`src/rtl/xs_pkg.sv`:
```
package xs_pkg;
  localparam int FLAG_W      = 3;
  localparam int NUM_GP      = 4;
  localparam int SYNC_STAGES = 2;
endpackage

```
`src/rtl/xs_flag_link.sv`:
```
// One direction of flag transfer: owner register, sync pipe, busy window.
module xs_flag_link #(
  parameter int W      = 3,
  parameter int STAGES = 2
) (
  input  logic         clk_i,
  input  logic         rst_ni,
  input  logic         wr_i,
  input  logic [W-1:0] wdata_i,
  output logic [W-1:0] own_o,
  output logic         busy_o,
  output logic [W-1:0] peer_o
);
  localparam int LAST = STAGES - 1;

  logic [W-1:0]      own_q;
  logic [W-1:0]      pipe_q [STAGES];
  logic [STAGES-1:0] tok_q;
  logic              busy_q;
  logic              accept;

  assign accept = wr_i & ~busy_q;

  always_ff @(posedge clk_i or negedge rst_ni) begin
    if (!rst_ni) begin
      own_q  <= '0;
      tok_q  <= '0;
      busy_q <= 1'b0;
      for (int s = 0; s < STAGES; s++) pipe_q[s] <= '0;
    end else begin
      if (accept) own_q <= wdata_i;
      tok_q     <= {tok_q[STAGES-2:0], accept};
      busy_q    <= accept | (busy_q & ~tok_q[LAST]);
      pipe_q[0] <= own_q;
      for (int s = 1; s < STAGES; s++) pipe_q[s] <= pipe_q[s-1];
    end
  end

  assign own_o  = own_q;
  assign busy_o = busy_q;
  assign peer_o = pipe_q[LAST];
endmodule

```
`src/rtl/xs_irq_link.sv`:
```
// One direction of interrupt signalling: sender requests, receiver pending.
module xs_irq_link #(
  parameter int NUM_GP = 4
) (
  input  logic              clk_i,
  input  logic              rst_ni,
  input  logic [NUM_GP-1:0] gp_trig_i,
  input  logic              nmi_trig_i,
  output logic [NUM_GP-1:0] gp_req_o,
  output logic              nmi_req_o,
  output logic              gp_fail_o,
  input  logic [NUM_GP-1:0] gp_clr_i,
  input  logic [NUM_GP-1:0] gp_ien_i,
  input  logic              nmi_clr_i,
  input  logic              murst_set_i,
  output logic [NUM_GP-1:0] gp_pend_o,
  output logic              irq_o,
  output logic              nmi_o
);
  localparam int MURST_CH = NUM_GP - 1;

  logic [NUM_GP-1:0] req_q, pend_q;
  logic              nreq_q, npend_q;
  logic              nacc;

  for (genvar i = 0; i < NUM_GP; i++) begin : g_ch
    logic acc, hit, set;
    assign acc = gp_trig_i[i] & ~req_q[i];
    assign hit = gp_clr_i[i] & pend_q[i];
    assign set = acc | ((i == MURST_CH) ? murst_set_i : 1'b0);

    always_ff @(posedge clk_i or negedge rst_ni) begin
      if (!rst_ni) begin
        req_q[i]  <= 1'b0;
        pend_q[i] <= 1'b0;
      end else begin
        if (acc)      req_q[i] <= 1'b1;
        else if (hit) req_q[i] <= 1'b0;
        if (set)      pend_q[i] <= 1'b1;
        else if (hit) pend_q[i] <= 1'b0;
      end
    end
  end

  assign nacc = nmi_trig_i & ~nreq_q;

  always_ff @(posedge clk_i or negedge rst_ni) begin
    if (!rst_ni) begin
      nreq_q  <= 1'b0;
      npend_q <= 1'b0;
    end else begin
      if (nacc)                     nreq_q <= 1'b1;
      else if (nmi_clr_i & npend_q) nreq_q <= 1'b0;
      if (nacc)                     npend_q <= 1'b1;
      else if (nmi_clr_i)           npend_q <= 1'b0;
    end
  end

  assign gp_req_o  = req_q;
  assign nmi_req_o = nreq_q;
  assign gp_fail_o = |(gp_trig_i & req_q);
  assign gp_pend_o = pend_q;
  assign irq_o     = |(pend_q & gp_ien_i);
  assign nmi_o     = npend_q;
endmodule

```
`src/rtl/xside_signaler.sv`:
```
module xside_signaler
  import xs_pkg::*;
#(
  parameter int FW  = FLAG_W,
  parameter int NGP = NUM_GP,
  parameter int NSY = SYNC_STAGES
) (
  input  logic           clk_i,
  input  logic           rst_ni,
  input  logic           a_flag_wr_i,
  input  logic [FW-1:0]  a_flag_wdata_i,
  output logic [FW-1:0]  a_flag_own_o,
  output logic [FW-1:0]  a_flag_peer_o,
  output logic           a_flag_busy_o,
  input  logic [NGP-1:0] a_gp_trig_i,
  output logic           a_gp_fail_o,
  output logic [NGP-1:0] a_gp_req_o,
  input  logic           a_nmi_trig_i,
  output logic           a_nmi_req_o,
  input  logic [NGP-1:0] a_gp_clr_i,
  input  logic [NGP-1:0] a_gp_ien_i,
  output logic [NGP-1:0] a_gp_pend_o,
  input  logic           a_nmi_clr_i,
  input  logic           a_murst_start_i,
  input  logic           a_murst_ien_i,
  output logic           a_irq_o,
  output logic           a_nmi_o,
  input  logic           b_flag_wr_i,
  input  logic [FW-1:0]  b_flag_wdata_i,
  output logic [FW-1:0]  b_flag_own_o,
  output logic [FW-1:0]  b_flag_peer_o,
  output logic           b_flag_busy_o,
  input  logic [NGP-1:0] b_gp_trig_i,
  output logic           b_gp_fail_o,
  output logic [NGP-1:0] b_gp_req_o,
  input  logic           b_nmi_trig_i,
  output logic           b_nmi_req_o,
  input  logic [NGP-1:0] b_gp_clr_i,
  input  logic [NGP-1:0] b_gp_ien_i,
  output logic [NGP-1:0] b_gp_pend_o,
  input  logic           b_nmi_clr_i,
  input  logic           b_murst_start_i,
  input  logic           b_murst_ien_i,
  output logic           b_irq_o,
  output logic           b_nmi_o
);
  xs_flag_link #(.W(FW), .STAGES(NSY)) u_flag_a2b (
    .clk_i, .rst_ni,
    .wr_i(a_flag_wr_i), .wdata_i(a_flag_wdata_i),
    .own_o(a_flag_own_o), .busy_o(a_flag_busy_o), .peer_o(b_flag_peer_o)
  );

  xs_flag_link #(.W(FW), .STAGES(NSY)) u_flag_b2a (
    .clk_i, .rst_ni,
    .wr_i(b_flag_wr_i), .wdata_i(b_flag_wdata_i),
    .own_o(b_flag_own_o), .busy_o(b_flag_busy_o), .peer_o(a_flag_peer_o)
  );

  // reset notification is gated by the receiving side's enable
  xs_irq_link #(.NUM_GP(NGP)) u_irq_a2b (
    .clk_i, .rst_ni,
    .gp_trig_i(a_gp_trig_i), .nmi_trig_i(a_nmi_trig_i),
    .gp_req_o(a_gp_req_o), .nmi_req_o(a_nmi_req_o), .gp_fail_o(a_gp_fail_o),
    .gp_clr_i(b_gp_clr_i), .gp_ien_i(b_gp_ien_i), .nmi_clr_i(b_nmi_clr_i),
    .murst_set_i(a_murst_start_i & b_murst_ien_i),
    .gp_pend_o(b_gp_pend_o), .irq_o(b_irq_o), .nmi_o(b_nmi_o)
  );

  xs_irq_link #(.NUM_GP(NGP)) u_irq_b2a (
    .clk_i, .rst_ni,
    .gp_trig_i(b_gp_trig_i), .nmi_trig_i(b_nmi_trig_i),
    .gp_req_o(b_gp_req_o), .nmi_req_o(b_nmi_req_o), .gp_fail_o(b_gp_fail_o),
    .gp_clr_i(a_gp_clr_i), .gp_ien_i(a_gp_ien_i), .nmi_clr_i(a_nmi_clr_i),
    .murst_set_i(b_murst_start_i & a_murst_ien_i),
    .gp_pend_o(a_gp_pend_o), .irq_o(a_irq_o), .nmi_o(a_nmi_o)
  );
endmodule

```
`config.mk`:
```
export PLATFORM = sky130hd
export DESIGN_NAME = xside_signaler
export DESIGN_NICKNAME = d
export VERILOG_FILES = /design/src/rtl/xs_pkg.sv /design/src/rtl/xs_flag_link.sv /design/src/rtl/xs_irq_link.sv /design/src/rtl/xside_signaler.sv
export SDC_FILE = /design/constraint.sdc
export NUM_CORES = 1
export LEC_CHECK = 0
export BUFFER_PORTS_ARGS = -buffer_cell sky130_fd_sc_hd__buf_2
export CAP_MARGIN = 40
export CORE_UTILIZATION = 43
export DETAILED_ROUTE_END_ITERATION = 7
export GPL_ROUTABILITY_DRIVEN = 0
export PLACE_DENSITY = 0.78
export SLEW_MARGIN = 10
export SYNTH_ARGS = -nofsm -noshare
export SYNTH_HDL_FRONTEND = slang
export SYNTH_SLANG_ARGS = --single-unit
```
`constraint.sdc`:
```
create_clock -name clk_i -period 1.1 [get_ports clk_i]
set_input_delay 0.275 -clock clk_i [delete_from_list [all_inputs] [get_ports clk_i]]
set_output_delay 0.275 -clock clk_i [all_outputs]
set_load 0.02 [all_outputs]
```
==> impl_metrics.sql, run 1 <==
INSERT INTO impl_metrics (metric_group, metric, value, unit) VALUES
('floorplan', 'die_width', '59.3', 'microns'),
('timing', 'report.final.slew_viol_count', '0', ''),
('worst_setup_path', 'worst-setup-path-type', 'flip-flop to output pin', ''),
('worst_setup_path', 'crit_path_end', 'a_irq_o', ''),
('place', 'placed_cells', '227', ''),
('worst_setup_path', 'critPathRequiredTime', '0.82', 'ns'),
('worst_setup_path', 'crit_path_start_kind', 'flip-flop', ''),
('floorplan', 'core.rowCount', '20', ''),
('place', 'dp_hpwl', '2.20', 'mm'),
('timing', 'timing.slew.headroom', '86.6', '%'),
('grt', 'largest_net_degree_at_the_start_of_global_routing', '39', ''),
('worst_setup_path', 'cp_max_fo', '3', ''),
('synth', 'synth.top_cell.area_share', '67.4', '%'),
('detailed_routing', 'first_pass_iters', '4', ''),
('power_and_ir_drop', 'power.share.combinational', '43.4', '%'),
('synth', 'syn_nets', '150', ''),
('clock_tree', 'cts_root_buffer', 'sky130_fd_sc_hd__clkbuf_4', ''),
('floorplan', 'die_area', '3520', 'sq um'),
('layout', 'final_cell_mix', '44 x sky130_fd_sc_hd__buf_6, 43 x sky130_fd_sc_hd__buf_2, 35 x sky130_fd_sc_hd__dfrtp_1', ''),
('layout', 'post_route_cells_drive_above_1_share', '63.6', '%'),
('detailed_routing', 'first_iter_violations', '34', ''),
('clock_tree', 'post_cts_clock_slew_at_the_launch_and_capture_registers_of_the_worst_setup_and_hold_paths', '0.12', 'ns'),
('detailed_routing', 'dr_total_vias', '1278', ''),
('power_and_ir_drop', 'total_power', '5.40', 'mW'),
('synth', 'mapped_cells', '108', ''),
('worst_setup_path', 'slowest_delay', '0.43', 'ns'),
('outcome', 'status', 'complete, but fails checks', ''),
('detailed_routing', 'routed_wl', '3.78', 'mm'),
('layout', 'area_growth', '71.1', '%'),
('layout', 'finish.net_count', '258', ''),
('layout', 'mostFrequentLayoutCell', 'sky130_fd_sc_hd__buf_6', ''),
('timing', 'report.final.setup_viol', '44', ''),
('clock_tree', 'clk-insertion-delay-late', '0.34', 'ns'),
('layout', 'n_fill_cell', '197', ''),
('worst_hold_path', 'timing.hold.worst.class', 'input pin to flip-flop', ''),
('timing', 'aggregate_negative_setup_slack', '-5.94', 'ns'),
('clock_tree', 'tritoncts', 'done', ''),
('worst_setup_path', 'worst-path-buf-inv', '1', ''),
('layout', 'fin_util', '78.5', '%'),
('outcome', 'violations_in_the_final_reports', 'negative setup slack', ''),
('synth', 'synthesis.area', '1410', 'sq um'),
('power_and_ir_drop', 'pwr-share-seq', '39.4', '%'),
('power_and_ir_drop', 'p_per_area', '2240', 'nW/um^2'),
('layout', 'ant_diodes', '0', ''),
('floorplan', 'floorplan.core_area', '3080', 'sq um'),
('power_and_ir_drop', 'share_clk_of_total_power', '17.2', '%'),
('floorplan', 'number_of_i_o_pins', '80', ''),
('synth', 'netlist-cell-type-count', '12', ''),
('timing', 'post-route-period-util', '132', '%'),
('detailed_routing', 'drt_drc_violations_left', '0', ''),
('power_and_ir_drop', 'power_report.internal_total', '3.65', 'mW'),
('timing', 'final_period_minus_worst_setup_slack', '1.45', 'ns'),
('clock_tree', 'numCtsBuffers', '5', ''),
('synth', 'synth_sequential_area_ratio', '67.4', '%'),
('floorplan', 'floorplan.die.height', '59.3', 'microns'),
('timing', 'unrepaired_setup_endpoints_after_global_routing', 'yes', ''),
('worst_setup_path', 'crit_path_cell_trace', 'a22oi_1, nand2_1, buf_6', ''),
('grt', 'number_of_antenna_violations_at_the_first_check_in_global_routing', '0', ''),
('power_and_ir_drop', 'ir_worst_vdd', '1580', 'uV'),
('synth', 'synth.largest_area_cell', 'sky130_fd_sc_hd__dfrtp_1', ''),
('clock_tree', 'clock_tree.htree_level_count', '2', ''),
('grt', 'grt_usage', '22.9', '%'),
('worst_setup_path', 'endpoint_kind_of_the_worst_setup_timing_path', 'output pin', ''),
('timing', 'hold_viol', '0', ''),
('worst_setup_path', 'worstSetupStartpoint', 'u_irq_b2a.gp_pend_o[2]', ''),
('power_and_ir_drop', 'power_switching', '1.75', 'mW'),
('timing', 'fin_ws', '-0.351', 'ns'),
('grt', 'global_route_wire_length_before_repair', '5.57', 'mm'),
('worst_setup_path', 'rr_startpoint', 'u_flag_b2a.busy_o', ''),
('timing', 'clock-skew-final', '0.00826', 'ns'),
('timing', 'whs', '0.0864', 'ns');
repair_timing:
item | CTS | global route
endpoints found under the setup margin | 38 | 44
gates resized for setup | 78 | 10
pin swaps | 4 | 0
buffers inserted | 18 | 8
hold buffers | 1 | 0
endpoints found under the hold margin | 38 | 0
cloned | 0 | 0
layout make-up:
| class | instances | area (sq um) | share of cell area, % |
|---|---|---|---|
| inverters | 8 | 30.0 | 1.24 |
| flip-flops and latches | 38 | 955 | 39.5 |
| well taps | 44 | 55.1 | 2.28 |
| clock inverters | 2 | 37.5 | 1.55 |
| clock buffers | 6 | 41.3 | 1.71 |
| multi-input cells | 50 | 375 | 15.5 |
| repair buffers | 113 | 921 | 38.1 |
cell usage after synthesis, drive strengths merged:
master,n
mux2,6
o221ai,2
a22oi,8
dfrtp,38
nor2,12
a31oi,4
inv,8
nor2b,2
nand2,6
o22ai,2
a21oi,8
buf,12
cells by family after synthesis:
logic type | synth area share [%]
buf+inv | 8.51
simple gates | 6.74
mux | 6.38
flops | 67.4
compound gates | 11.0
power groups by stage:
stage	Sequential, mW	Clock (mW)	Combinational, mW
floorplan	2.35	0	0.744
global placement	2.08	0	1.40
detailed placement	2.12	0	1.42
CTS	2.12	0.948	2.20
global route	2.17	1.02	2.47
finish	2.13	0.928	2.35
routing by layer:
| layer | part of all wire (%) | wire (microns) | GRT usage (%) |
|---|---|---|---|
| met5 | 0 | 0 | 0 |
| met4 | 4.0 | 152 | 11.9 |
| met3 | 6.3 | 238 | 8.30 |
| met2 | 53 | 2010 | 40.1 |
| met1 | 36 | 1380 | 23.8 |
worst reg2reg max path, stage by stage, from the launching register on:
cell and delay (ns):
sky130_fd_sc_hd__dfrtp_2 0.45, sky130_fd_sc_hd__buf_6 0.13, sky130_fd_sc_hd__nor2b_4 0.17, sky130_fd_sc_hd__mux2_4 0.31
per-stage QoR:
stage          worst slack [ns]  cell area (sq um)
2_1_floorplan          -0.00232               1420
3_3_place_gp            0.00617               1850
3_5_place_dp            -0.0584               1850
4_1_cts                  -0.340               2330
5_1_grt                  -0.432               2410
6_report                 -0.351               2410
worst min path at each step:
stage	startpoint	end	slack, ns	cells after the start
2_1_floorplan	rst_ni	u_flag_a2b.busy_o	-0.02	0
3_3_place_gp	rst_ni	u_flag_a2b.busy_o	0.25	2
3_5_place_dp	rst_ni	u_flag_a2b.tok_q[0]	0.26	2
4_1_cts	a_gp_clr_i[0]	u_irq_b2a.gp_req_o[0]	0.08	2
5_1_grt	a_gp_clr_i[0]	u_irq_b2a.gp_req_o[0]	0.06	2
6_report	a_gp_clr_i[0]	u_irq_b2a.gp_req_o[0]	0.09	2
sequential cells by signal, indices dropped and copies added (netlist names), 3 cells and up:
register,count
u_irq_a2b.gp_req_o,4
u_flag_a2b.own_o,3
u_flag_a2b.peer_o,3
u_flag_a2b.pipe_q,3
u_flag_b2a.own_o,3
u_flag_b2a.peer_o,3
u_flag_b2a.pipe_q,3
u_irq_b2a.gp_req_o,3
Power figures use the tool's default switching activity.
==> inputs of run 2 (changes only) <==
Settings changed: GPL_TIMING_DRIVEN from default to 0.
==> run 2 against run 1 <==
Effect of this change: the run still ends with negative setup slack left; sequential share of layout area rose by 1.1 points; global-route usage down 0.58 points; combinational power is 4% lower; critical path depth is the same; clock-buffer cell count rose by 1; final area fell by 2.0%; core utilization decreased by 1.5 points; wire length grew 1.1%; clock power shrank 19%; sequential cell count unchanged; largest cell class unchanged.
==> impl_metrics.sql, run 2 (same netlist as run 1, synthesis figures left out) <==
INSERT INTO impl_metrics (metric_group, metric, value, unit) VALUES
('outcome', 'violations_in_the_final_reports', 'negative setup slack', ''),
('detailed_routing', 'drt-wirelength-per-cell', '14.8', 'microns'),
('clock_tree', 'clockBufferDepth', '2', ''),
('floorplan', 'starting_density_of_the_core', '45.9', '%'),
('power_and_ir_drop', 'ir_worst_vdd', '1580', 'uV'),
('grt', 'global_route_wire_length_before_repair', '5.43', 'mm'),
('place', 'dp_worst_setup_slack', '-0.0637', 'ns'),
('worst_setup_path', 'crit_path_start_kind', 'flip-flop', ''),
('layout', 'n_fill_cell', '204', ''),
('clock_tree', 'clkSinkCount', '38', ''),
('clock_tree', 'numCtsBuffers', '5', ''),
('timing', 'whs', '0.00909', 'ns'),
('flow_run', 'max-cap-violations', '0', ''),
('clock_tree', 'tritoncts', 'done', ''),
('clock_tree', 'clock_tree.htree_level_count', '2', ''),
('floorplan', 'die_width', '59.3', 'microns'),
('grt', 'first_global_vias', '1224', ''),
('floorplan', 'floorplan.die.height', '59.3', 'microns'),
('place', 'placed_cells', '231', ''),
('power_and_ir_drop', 'total_power', '5.18', 'mW'),
('worst_setup_path', 'reg2reg_depth', '3', ''),
('layout', 'post_route_cells_drive_above_1_share', '67.3', '%'),
('timing', 'hold_viol', '0', ''),
('worst_hold_path', 'timing.hold.worst.class', 'input pin to asynchronous set/reset pin', ''),
('detailed_routing', 'antenna_violating_nets_post_route', '0', ''),
('worst_setup_path', 'cpMaxStageDelayCell', 'sky130_fd_sc_hd__dfrtp_2', ''),
('timing', 'post-route-period-util', '133', '%'),
('grt', 'number_of_antenna_violations_at_the_first_check_in_global_routing', '0', ''),
('power_and_ir_drop', 'p_per_area', '2190', 'nW/um^2'),
('timing', 'fin_ws', '-0.367', 'ns'),
('worst_setup_path', 'arrival', '1.19', 'ns'),
('layout', 'finish.net_count', '255', ''),
('worst_setup_path', 'cp_max_fo', '4', ''),
('grt', 'grt_overflow_total', '0', ''),
('layout', 'ant_diodes', '0', ''),
('detailed_routing', 'first_iter_violations', '49', ''),
('power_and_ir_drop', 'total_leakage_power', '1.18', 'nW'),
('detailed_routing', 'drt_drc_violations_left', '0', ''),
('worst_setup_path', 'endpoint_kind_of_the_worst_setup_timing_path', 'output pin', ''),
('worst_setup_path', 'regToRegEndpoint', 'u_flag_a2b.own_o[2]', ''),
('layout', 'mostFrequentLayoutCell', 'sky130_fd_sc_hd__buf_2', ''),
('timing', 'timing.slew.headroom', '46.1', '%'),
('outcome', 'status', 'complete, but fails checks', ''),
('floorplan', 'die_area', '3520', 'sq um'),
('timing', 'report.final.setup_viol', '41', ''),
('detailed_routing', 'routed_wl', '3.82', 'mm'),
('worst_setup_path', 'crit_path_cell_trace', 'a22oi_2, nand2_2, buf_6', ''),
('place', 'place.port_buffers', '79', ''),
('timing', 'worstMarginPinSlew', '0.808', 'ns'),
('floorplan', 'core.rowCount', '20', ''),
('layout', 'largest_reg_flops', '4', ''),
('timing', 'clock-skew-final', '0.00731', 'ns'),
('clock_tree', 'cts_hold_buf', '0', ''),
('worst_setup_path', 'worst-setup-path-type', 'flip-flop to output pin', ''),
('layout', 'final_cell_mix', '45 x sky130_fd_sc_hd__buf_2, 43 x sky130_fd_sc_hd__buf_6, 29 x sky130_fd_sc_hd__dfrtp_1', ''),
('timing', 'fmax', '681', 'MHz'),
('clock_tree', 'post_cts_clock_slew_at_the_launch_and_capture_registers_of_the_worst_setup_and_hold_paths', '0.11', 'ns'),
('layout', 'fin_util', '76.9', '%'),
('timing', 'final_period_minus_worst_setup_slack', '1.47', 'ns'),
('worst_setup_path', 'rr_startpoint', 'u_flag_a2b.busy_o', ''),
('floorplan', 'floorplan.core_area', '3080', 'sq um'),
('detailed_routing', 'dr_total_vias', '1234', ''),
('detailed_routing', 'avgViaCountPerCell', '4.78', ''),
('grt', 'grt_usage', '22.3', '%'),
('timing', 'unrepaired_setup_endpoints_after_global_routing', 'yes', ''),
('layout', 'stdcell_count', '258', ''),
('clock_tree', 'cts_root_buffer', 'sky130_fd_sc_hd__clkbuf_4', ''),
('grt', 'largest_net_degree_at_the_start_of_global_routing', '39', ''),
('worst_setup_path', 'rrSetupSlack', '-0.08', 'ns'),
('clock_tree', 'clk-insertion-delay-late', '0.34', 'ns'),
('worst_setup_path', 'critPathRequiredTime', '0.82', 'ns'),
('timing', 'report.final.slew_viol_count', '0', ''),
('floorplan', 'number_of_i_o_pins', '80', ''),
('detailed_routing', 'first_pass_iters', '4', ''),
('worst_setup_path', 'slowest_delay', '0.46', 'ns'),
('layout', 'area_growth', '67.7', '%');
## run 2: cell types whose count changed in the layout (fill, tap and decap cells not counted), moves of 2 or more
| cell | before | now |
|---|---|---|
| sky130_fd_sc_hd__a22oi_2 | 6 | 8 |
| sky130_fd_sc_hd__buf_2 | 43 | 45 |
| sky130_fd_sc_hd__dfrtp_1 | 35 | 29 |
| sky130_fd_sc_hd__dfrtp_2 | 3 | 9 |
| sky130_fd_sc_hd__buf_4 | 24 | 22 |
| sky130_fd_sc_hd__a22oi_1 | 2 | 0 |
## run 2: routing by layer
layer	track usage (%)	routed length [microns]	up-vias
met5	0	0	-
met2	39.8	2030	64
met1	23.1	1500	588
met3	6.99	227	9
li1	-	-	573
met4	11.9	65	0
## run 2: timing repair
action | CTS | global route
pin swaps | 5 | 0
setup endpoints to repair | 38 | 41
buffers inserted | 20 | 7
gates resized for setup | 82 | 11
## run 2: stage by stage
| stage | TNS, ns | area (sq um) |
|---|---|---|
| 6_report | -6.18 | 2370 |
| 5_1_grt | -8.10 | 2370 |
| 4_1_cts | -6.36 | 2290 |
| 3_5_place_dp | -0.177 | 1870 |
| 3_3_place_gp | -0.0480 | 1870 |
| 2_1_floorplan | -0.00232 | 1420 |
## run 2: area by class of cell
cell class / instances / area (sq um) / area share, %
sequential: 38 / 962 / 40.6
timing repair buffer: 105 / 826 / 34.9
multi-input combinational: 50 / 385 / 16.3
clock buffer: 7 / 55.1 / 2.33
tap: 44 / 55.1 / 2.33
buffer: 5 / 48.8 / 2.06
inverter: 8 / 30.0 / 1.27
clock inverter: 1 / 5.00 / 0.211
## run 2: worst max-delay path, delay by kind of cell (launching register included)
kind,cells,cell delay (ns)
AO/OA/AOI/OAI,1,0.19
buffers and inverters,1,0.13
flip-flops,1,0.46
AND/OR/NAND/NOR,1,0.07
## run 2: worst max-delay path by stage
stage | to | from | cells after the start
2_1_floorplan | a_gp_fail_o | u_irq_a2b.gp_req_o[2] | 2
3_3_place_gp | a_gp_fail_o | u_irq_a2b.gp_req_o[0] | 3
3_5_place_dp | a_gp_fail_o | u_irq_a2b.gp_req_o[0] | 3
6_report | b_gp_fail_o | u_irq_b2a.gp_req_o[1] | 3
4_1_cts | a_irq_o | u_irq_b2a.gp_pend_o[2] | 3
5_1_grt | b_irq_o | u_irq_a2b.gp_req_o[2] | 3
## run 2: report_power, final
part | internal, mW | leakage [nW] | switching, mW
logic | 1.28 | 0.710 | 0.972
registers | 1.85 | 0.436 | 0.324
clock network | 0.310 | 0.0353 | 0.442
total | 3.44 | 1.18 | 1.74
==> inputs of run 3 (changes only) <==
Settings changed: SKIP_LAST_GASP from default to 1, SLEW_MARGIN 10 to 20.
==> run 3 against run 2 <==
Effect of this change: the flow still finishes with violations (negative setup slack); final area is 0.69% higher; hold slack better by 0.070 ns; combinational power hardly changed; wire length is 2.0% higher; clock skew hardly changed; cell count is 0.39% higher; via count stayed put; sequential share of layout area is 0.38 points lower; largest power group unchanged.
==> impl_metrics.sql, run 3 (same netlist as run 1, synthesis figures left out) <==
INSERT INTO impl_metrics (metric_group, metric, value, unit) VALUES
('clock_tree', 'clockBufferDepth', '2', ''),
('detailed_routing', 'first_pass_iters', '4', ''),
('clock_tree', 'cts_root_buffer', 'sky130_fd_sc_hd__clkbuf_4', ''),
('grt', 'global_routing_met2_resource_utilization', '41.6', '%'),
('layout', 'area.sequential', '960', 'sq um'),
('grt', 'grt_use_met1', '24.0', '%'),
('outcome', 'status', 'complete, but fails checks', ''),
('power_and_ir_drop', 'total_leakage_power', '1.19', 'nW'),
('worst_setup_path', 'cp_max_fo', '6', ''),
('timing', 'fmax', '668', 'MHz'),
('worst_setup_path', 'crit_path_start_kind', 'flip-flop', ''),
('floorplan', 'die_width', '59.3', 'microns'),
('flow_run', 'max-cap-violations', '0', ''),
('floorplan', 'number_of_i_o_pins', '80', ''),
('detailed_routing', 'antenna_violating_nets_post_route', '0', ''),
('worst_setup_path', 'arrival', '1.22', 'ns'),
('worst_setup_path', 'cpMaxStageDelayCell', 'sky130_fd_sc_hd__dfrtp_2', ''),
('power_and_ir_drop', 'ir_worst_vdd', '1640', 'uV'),
('layout', 'largest_reg_flops', '4', ''),
('clock_tree', 'clkSinkCount', '38', ''),
('grt', 'global_route_wire_length_before_repair', '5.53', 'mm'),
('floorplan', 'floorplan.die.height', '59.3', 'microns'),
('detailed_routing', 'routed_wl', '3.90', 'mm'),
('floorplan', 'die_area', '3520', 'sq um'),
('detailed_routing', 'drt_drc_violations_left', '0', ''),
('grt', 'number_of_antenna_violations_at_the_first_check_in_global_routing', '0', ''),
('detailed_routing', 'dr_total_vias', '1234', ''),
('power_and_ir_drop', 'p_per_area', '2170', 'nW/um^2'),
('grt', 'grt_overflow_total', '0', ''),
('worst_setup_path', 'worst-setup-path-type', 'flip-flop to output pin', ''),
('timing', 'post-route-period-util', '136', '%'),
('timing', 'report.final.slew_viol_count', '0', ''),
('timing', 'fin_ws', '-0.397', 'ns'),
('grt', 'grt_usage', '22.5', '%'),
('clock_tree', 'clock_tree.htree_level_count', '2', ''),
('worst_setup_path', 'slowest_delay', '0.46', 'ns'),
('layout', 'ant_diodes', '0', ''),
('layout', 'stdcell_area', '2380', 'sq um'),
('worst_setup_path', 'endpoint_kind_of_the_worst_setup_timing_path', 'output pin', ''),
('layout', 'final_cell_mix', '45 x sky130_fd_sc_hd__buf_2, 42 x sky130_fd_sc_hd__buf_6, 31 x sky130_fd_sc_hd__dfrtp_1', ''),
('layout', 'area_growth', '68.9', '%'),
('worst_setup_path', 'worst-path-buf-inv', '1', ''),
('layout', 'mostFrequentLayoutCell', 'sky130_fd_sc_hd__buf_2', ''),
('layout', 'finish.net_count', '256', ''),
('timing', 'clock-skew-final', '0.00691', 'ns'),
('timing', 'report.final.setup_viol', '41', ''),
('detailed_routing', 'first_iter_violations', '29', ''),
('detailed_routing', 'drt-wirelength-per-cell', '15.0', 'microns'),
('detailed_routing', 'avgViaCountPerCell', '4.76', ''),
('worst_setup_path', 'critPathRequiredTime', '0.82', 'ns'),
('timing', 'timing.slew.headroom', '88.1', '%'),
('outcome', 'violations_in_the_final_reports', 'negative setup slack', ''),
('place', 'place.port_buffers', '79', ''),
('grt', 'first_global_vias', '1202', ''),
('grt', 'largest_net_degree_at_the_start_of_global_routing', '39', ''),
('timing', 'whs', '0.0791', 'ns'),
('timing', 'unrepaired_setup_endpoints_after_global_routing', 'yes', ''),
('layout', 'n_fill_cell', '202', ''),
('floorplan', 'starting_density_of_the_core', '45.9', '%'),
('clock_tree', 'numCtsBuffers', '5', ''),
('timing', 'hold_viol', '0', ''),
('worst_setup_path', 'cp_top_family', 'flip-flops', ''),
('worst_setup_path', 'crit_path_cell_trace', 'a22oi_2, nand2_2, buf_2', ''),
('layout', 'post_route_cells_drive_above_1_share', '66.0', '%'),
('layout', 'footprint_of_the_multi_input_gates', '385', 'sq um'),
('clock_tree', 'tritoncts', 'done', ''),
('clock_tree', 'post_cts_clock_slew_at_the_launch_and_capture_registers_of_the_worst_setup_and_hold_paths', '0.11', 'ns'),
('place', 'dpl_cell_area', '1870', 'sq um'),
('grt', 'grt.met3_usage', '6.99', '%'),
('floorplan', 'core.rowCount', '20', ''),
('grt', 'grt-busiest-layer', 'met2', ''),
('timing', 'final_period_minus_worst_setup_slack', '1.50', 'ns'),
('worst_hold_path', 'timing.hold.worst.class', 'input pin to flip-flop', ''),
('clock_tree', 'clk-insertion-delay-late', '0.34', 'ns'),
('floorplan', 'floorplan.core_area', '3080', 'sq um'),
('timing', 'worstMarginPinSlew', '0.178', 'ns');
-- run 3: cell types whose count changed in the layout (fill, tap and decap cells not counted), sizes merged --
cell	previous run	this run
dlygate4sd3	0	1
-- run 3: path summary, 6_finish.rpt --
path                                  startpoint                     to  slack (ns)  cells after the start
max                        u_irq_a2b.gp_req_o[2]            a_gp_fail_o       -0.40                      3
min                                a_gp_clr_i[1]  u_irq_b2a.gp_req_o[1]        0.08                      2
max reg2reg                    u_flag_a2b.busy_o    u_flag_a2b.own_o[2]       -0.07                      3
min reg2reg                 u_flag_b2a.pipe_q[5]   u_flag_b2a.peer_o[2]        0.36                      0
max in group asynchronous                 rst_ni      u_flag_b2a.busy_o        0.42                      3
min in group asynchronous                 rst_ni      u_flag_a2b.busy_o        0.27                      2
-- run 3: layout make-up --
| cell class | count | area share (%) |
|---|---|---|
| multi-input combinational | 50 | 16.2 |
| tap | 44 | 2.31 |
| clock inverter | 1 | 0.210 |
| timing repair buffer | 107 | 35.7 |
| inverter | 8 | 1.26 |
| sequential | 38 | 40.3 |
| buffer | 4 | 1.73 |
| clock buffer | 7 | 2.31 |
-- run 3: per-layer routing --
metal / up-vias / share of wire (%)
li1: 575 / -
met1: 600 / 38
met2: 54 / 55
met3: 5 / 5.7
met4: 0 / 1.1
met5: - / 0
-- run 3: worst reg2reg max path, stage by stage, from the launching register on --
cell and delay (ns):
sky130_fd_sc_hd__dfrtp_1 0.43, sky130_fd_sc_hd__buf_6 0.14, sky130_fd_sc_hd__nor2b_4 0.18, sky130_fd_sc_hd__mux2_4 0.32
-- run 3: repair_timing --
item,in CTS,in global routing
hold buffers,0,1
gates resized for setup,75,17
buffers inserted,20,8
setup endpoints to repair,38,41
pin swaps,5,0
endpoints found under the hold margin,0,38
-- run 3: power breakdown --
group	internal, mW	switching [mW]	leakage, nW	total (mW)
sequential	1.84	0.318	0.438	2.16
clock	0.310	0.449	0.0353	0.759
combinational	1.28	0.975	0.718	2.25
total	3.43	1.74	1.19	5.18
-- run 3: through the flow --
step | util (%) | TNS, ns | power, mW | instances | setup slack (ns)
finish | 77.4 | -6.42 | 5.18 | 259 | -0.397
global route | 77.4 | -8.09 | 5.41 | 259 | -0.440
CTS | 73.7 | -6.46 | 5.05 | 252 | -0.380
detailed placement | 60.7 | -0.177 | 3.67 | 231 | -0.0637
global placement | 60.7 | -0.0480 | 3.61 | 231 | -0.0284
floorplan | - | -0.00232 | 3.09 | 108 | -0.00232
